<file path="src/rtl/alu_pkg.sv">
package alu_pkg;

    localparam int DATA_W = 32;
    localparam int OP_W   = 5;
    localparam int CC_W   = 4;

    // Condition code bit positions (the sequencer decodes these)
    localparam int CC_NEG  = 0;
    localparam int CC_ZERO = 1;
    localparam int CC_POS  = 2;
    localparam int CC_ERR  = 3;

    typedef enum logic [OP_W-1:0] {
        OP_HALT  = 5'd0,
        OP_LOAD  = 5'd1,
        OP_STORE = 5'd2,
        OP_ADD   = 5'd3,
        OP_SUB   = 5'd5,
        OP_MUL   = 5'd6,
        OP_DIV   = 5'd7
    } op_e;

    typedef logic [CC_W-1:0] cc_t;

    typedef struct packed {
        logic [DATA_W-1:0] value;
        logic              err;
    } lane_t;

    function automatic cc_t cc_bit(input int idx);
        cc_t c;
        c = '0;
        c[idx] = 1'b1;
        return c;
    endfunction

endpackage

</file>
<file path="src/rtl/alu_addsub.sv">
module alu_addsub #(
    parameter int W = 32
) (
    input  logic [W-1:0] a,
    input  logic [W-1:0] b,
    input  logic         sub,
    output logic [W-1:0] sum
);
    logic [W-1:0] b_eff;

    always_comb begin
        b_eff = sub ? ~b : b;
        sum   = a + b_eff + {{(W-1){1'b0}}, sub};
    end
endmodule

</file>
<file path="src/rtl/alu_mul.sv">
module alu_mul #(
    parameter int W = 32
) (
    input  logic [W-1:0] a,
    input  logic [W-1:0] b,
    output logic [W-1:0] prod
);
    // Low W bits of a product are identical for signed and unsigned operands
    always_comb prod = a * b;
endmodule

</file>
<file path="src/rtl/alu_floor_div.sv">
module alu_floor_div #(
    parameter int W = 32
) (
    input  logic [W-1:0] a,
    input  logic [W-1:0] b,
    output logic [W-1:0] quot,
    output logic         div_zero
);
    localparam logic [W-1:0] MOST_NEG = {1'b1, {(W-1){1'b0}}};
    localparam logic [W-1:0] ONE      = {{(W-1){1'b0}}, 1'b1};

    logic               wrap_case;
    logic signed [W-1:0] dvs;
    logic signed [W-1:0] q_trunc;
    logic signed [W-1:0] r_trunc;
    logic               adjust;

    always_comb begin
        div_zero  = (b == '0);
        wrap_case = (a == MOST_NEG) && (b == '1);
        // Keep the raw divider away from the two undefined cases
        dvs       = (div_zero || wrap_case) ? $signed(ONE) : $signed(b);
        q_trunc   = $signed(a) / dvs;
        r_trunc   = $signed(a) % dvs;
        adjust    = (r_trunc != '0) && (r_trunc[W-1] != dvs[W-1]);
        if (div_zero)       quot = '0;
        else if (wrap_case) quot = MOST_NEG;
        else                quot = q_trunc - (adjust ? ONE : '0);
    end

    // Floor property: remainder a - q*b is zero or shares the divisor's sign
    logic signed [2*W-1:0] wa, wb, wq, rem;
    always_comb begin
        wa  = {{W{a[W-1]}}, a};
        wb  = {{W{b[W-1]}}, b};
        wq  = {{W{quot[W-1]}}, quot};
        rem = wa - wq * wb;
        if (!div_zero && !wrap_case) begin
            assert_floor_rem_sign_R5: assert (rem == '0 || rem[2*W-1] == b[W-1])
                else $error("floor remainder sign");
            assert_floor_rem_mag_R5: assert ((rem[2*W-1] ? -rem : rem) < (wb[2*W-1] ? -wb : wb))
                else $error("floor remainder magnitude");
        end
    end
endmodule

</file>
<file path="src/rtl/alu_flagger.sv">
module alu_flagger
    import alu_pkg::*;
#(
    parameter int W = 32
) (
    input  logic [W-1:0] value,
    input  logic         err,
    output cc_t          cc
);
    always_comb begin
        if (err)               cc = cc_bit(CC_ERR);
        else if (value == '0)  cc = cc_bit(CC_ZERO);
        else if (value[W-1])   cc = cc_bit(CC_NEG);
        else                   cc = cc_bit(CC_POS);
    end

    always_comb begin
        assert_cc_onehot_R1: assert ($onehot(cc)) else $error("cc not one-hot");
    end
endmodule

</file>
<file path="src/rtl/sign_flag_alu.sv">
module sign_flag_alu
    import alu_pkg::*;
(
    input  logic [4:0]  op_code,
    input  logic [31:0] src_a,
    input  logic [31:0] src_b,
    output logic [31:0] result,
    output logic [3:0]  cond
);
    logic [DATA_W-1:0] sum, prod, quot;
    logic              div_zero, do_sub;
    lane_t             lane;
    cc_t               cc;

    assign do_sub = (op_code == OP_SUB);

    alu_addsub #(.W(DATA_W)) u_addsub (
        .a(src_a), .b(src_b), .sub(do_sub), .sum(sum)
    );

    alu_mul #(.W(DATA_W)) u_mul (
        .a(src_a), .b(src_b), .prod(prod)
    );

    alu_floor_div #(.W(DATA_W)) u_div (
        .a(src_a), .b(src_b), .quot(quot), .div_zero(div_zero)
    );

    always_comb begin
        lane = '{value: '0, err: 1'b1};
        case (op_code)
            OP_HALT:                   lane = '{value: '0,   err: 1'b0};
            OP_LOAD, OP_STORE, OP_ADD,
            OP_SUB:                    lane = '{value: sum,  err: 1'b0};
            OP_MUL:                    lane = '{value: prod, err: 1'b0};
            OP_DIV:                    lane = '{value: quot, err: div_zero};
            default:                   lane = '{value: '0,   err: 1'b1};
        endcase
    end

    alu_flagger #(.W(DATA_W)) u_flag (
        .value(lane.value), .err(lane.err), .cc(cc)
    );

    assign result = lane.value;
    assign cond   = cc;

    always_comb begin
        if (!cond[CC_ERR]) begin
            assert_zero_flag_R1: assert (cond[CC_ZERO] == (result == '0))
                else $error("zero flag mismatch");
            assert_neg_flag_R1: assert (cond[CC_NEG] == result[DATA_W-1])
                else $error("negative flag mismatch");
        end
        if (cond[CC_ERR]) begin
            assert_err_zero_result_R6: assert (result == '0)
                else $error("error with non-zero result");
        end
        if (op_code == OP_DIV && src_b == '0) begin
            assert_div_zero_err_R6: assert (cond == cc_bit(CC_ERR))
                else $error("divide by zero not flagged");
        end
        if (op_code == 5'd4 || op_code > 5'd7) begin
            assert_bad_op_R9: assert (cond == cc_bit(CC_ERR) && result == '0)
                else $error("undefined opcode not flagged");
        end
        if (op_code == OP_HALT) begin
            assert_halt_zero_R8: assert (cond == cc_bit(CC_ZERO) && result == '0)
                else $error("halt not zero");
        end
    end
endmodule

</file>
<file path="config.mk">
export PLATFORM = sky130hd
export DESIGN_NAME = sign_flag_alu
export DESIGN_NICKNAME = d
export VERILOG_FILES = /design/src/rtl/alu_pkg.sv /design/src/rtl/alu_addsub.sv /design/src/rtl/alu_mul.sv /design/src/rtl/alu_floor_div.sv /design/src/rtl/alu_flagger.sv /design/src/rtl/sign_flag_alu.sv
export SDC_FILE = /design/constraint.sdc
export NUM_CORES = 2
export LEC_CHECK = 0
export ABC_AREA = 1
export BUFFER_PORTS_ARGS = -buffer_cell sky130_fd_sc_hd__buf_2
export CORE_ASPECT_RATIO = 2
export CORE_UTILIZATION = 34
export DETAILED_ROUTE_END_ITERATION = 8
export GPL_TIMING_DRIVEN = 1
export PLACE_DENSITY_LB_ADDON = 0.2
export SYNTH_ARGS = -nofsm -noshare
export SYNTH_HDL_FRONTEND = slang
export SYNTH_HIERARCHICAL = 1
export SYNTH_SLANG_ARGS = --single-unit
</file>
<file path="constraint.sdc">
create_clock -name vclk -period 146.3
set_clock_uncertainty 0.2 [all_clocks]
set_input_delay 29.26 -clock vclk [all_inputs]
set_output_delay 29.26 -clock vclk [all_outputs]
set_load 0.05 [all_outputs]
</file>
==> results by group <==
Critical path
  • Worst EP required: 116840 ps
  • Crit end category: output port
  • Crit path largest cell delay: 440 ps
  • Critical setup path kind: in2out
  • CP arrival: 110550 ps
  • Crit path top cell by count: nand2_1
  • Max FO, Critical Path: 22
  • CP startpoint kind: input port
  • Crit. Startpoint: src_b[22]
  • Slowest CP cell: a211oi_1

Logic synthesis
  • Post-synthesis sequential area ratio: 0%
  • Cell Area, Synth: 56100 um2
  • Syn_nets: about 11000
  • Cell taking the most area after synthesis: nand2_1
  • Syn Area/Cell: 6.00 um2
  • Synth top area cells: nand2_1, ha_1, fa_1
  • Share of the synthesized area in the top cell type: 18.4%
  • YS warnings: 6
  • Cells after Synth: 9341
  • Count of different cell masters after synthesis: 80

Clock network
  • Hold_buf cts: 0

Placed design
  • DP HPWL: between 200 and 250 mm
  • Gpl congestion: 1.06
  • IO buf count: about 110
  • Placed cell area: ~64000 um2

Detailed routing
  • DRC: 0
  • Vias: around 64000
  • Wirelength per Cell: ~22 um
  • Via density: 5.23
  • Antenna viol nets, final: 0
  • Detailed Route Iter0 Violations: around 4100
  • Drt pass-1 iters: 8
  • Overall routed net length: about 270 mm

Final layout
  • Final Instance Area: about 66000 um2
  • Fin util: a little over 40%
  • Seq Cell Count: 0
  • Area Overhead vs Synth: 17.7%
  • Sequential cell area: 0 um2
  • Nets: 11300
  • Clock buffers: 0
  • Fraction of layout cells with a size suffix above 1: between 15 and 20%

Die
  • I/O Pins: 105
  • Die Y: 576 um
  • Initial Util: between 30 and 40%
  • Die Wd: about 290 um
  • Die ar.: roughly 170000 um2
  • Core Area: approximately 160000 um2
  • Site row count: 210

GRT
  • Largest net degree at the start of global routing: 62
  • First-pass GRT wire length: 391 mm
  • Vias in the first global route: between 60000 and 70000
  • Antenna violations before repair: 35
  • Gr usage total: 31.8%
  • Grt ovf: 0

Timing
  • Setup violators final: 0
  • Tightest Pin Transition: 1150 ps
  • Final hold viol count: 0
  • Max-slew headroom: between 20% and 30%
  • Fin crit share: between 90% and 100%
  • Setup_tns: 0 ps
  • Max Clk Rate: approximately 7 MHz
  • Max-slew violation count: 0
  • Tmin final: roughly 140000 ps

Status
  • Outcome: completed

Min path
  • Hold Startpoint: op_code[1]
  • Tightest Hold Check Type: in2out

Flow run
  • Maxcap violations: 0
==> per-stage QoR <==
step | worst slack, ps | hold slack (ps) | instances
after detailed placement | -846 | 59080 | 12200
after floorplan | 12920 | 58670 | 9341
after global placement | -149 | 59090 | 12200
after CTS | 12.0 | 59080 | 12200
final | 6290 | 59080 | 12300
after global routing | -265 | 59090 | 12200
==> per-layer routing <==
layer | track usage (%) | routed length, um
met5 | 0 | 170
met4 | 31.1 | 32100
met3 | 4.99 | 14800
met2 | 59.1 | 138000
met1 | 28.4 | 86600
==> cell usage after synthesis (all sizes together) (22+ instances only) <==
| library cell | n |
|---|---|
| nand2 | 2841 |
| inv | 1973 |
| o211ai | 34 |
| nand3 | 574 |
| a21o | 44 |
| xnor2 | 148 |
| xor2 | 362 |
| a31oi | 22 |
| and2 | 35 |
| nor3 | 95 |
| o21ai | 285 |
| fa | 410 |
| o21bai | 56 |
| nor4 | 35 |
| nand4 | 74 |
| or2 | 119 |
| buf | 170 |
| a21oi | 550 |
| nand3b | 24 |
| clkbuf | 98 |
| nor2 | 540 |
| ha | 691 |
==> worst max-delay path, delay by kind of cell <==
| family | cells | cell delay [ps] |
|---|---|---|
| buffers and inverters | 94 | 9710 |
| muxes | 1 | 310 |
| AOI/OAI and AO/OA | 157 | 27330 |
| xor gates and xnor gates | 6 | 870 |
| adders and majority gates | 32 | 9710 |
| and+or+nand+nor | 290 | 33130 |
==> cells by family (layout without fill, tap and decap cells) <==
family | after synthesis | after routing | share of synthesized area [%]
AOI/OAI and AO/OA | 1126 | 1126 | 11.7
muxes | 3 | 3 | 0.0535
and+or+nand+nor | 4342 | 4346 | 34.0
xor gates and xnor gates | 510 | 510 | 7.98
other | 0 | 24 | 0
buffers and inverters | 2259 | 3027 | 16.3
adders and majority gates | 1101 | 1101 | 30.1
==> layout by cell type (no fill, tap or decap), types with 33 or more instances in the layout <==
cell	instances
a21oi_2	59
xnor2_1	147
xor2_1	361
or2_2	116
inv_2	44
o21ai_0	196
nand4_1	71
and2_1	33
nor3_1	74
nand3_1	454
o21ai_1	59
nand3_2	112
nand2_1	2732
a21oi_1	487
inv_1	1919
buf_2	87
ha_1	685
nand2_2	92
fa_1	410
o21bai_1	49
a21o_1	44
buf_4	923
nor2_1	491
==> cell type report <==
| cell class | count | area [um2] |
|---|---|---|
| Tap cell | 2120 | 2650 |
| Inverter | 1989 | 7520 |
| Timing Repair inverter | 1 | 5.00 |
| Antenna cell | 24 | 60.1 |
| Timing Repair Buffer | 1037 | 7770 |
| Multi-Input combinational cell | 7086 | 48000 |
| Fill cell | 18000 | 97700 |
==> path summary, 6_finish.rpt <==
check,slack [ps],endpoint,depth (start not counted)
setup / recovery,6290,cond[2],580
hold / removal,59080,result[8],6
==> repair_timing <==
action                     CTS  global route
resized for setup           12           267
pin swaps                    0            37
gates cloned                 0             5
setup endpoints to repair   16            35
buffers inserted             0            59
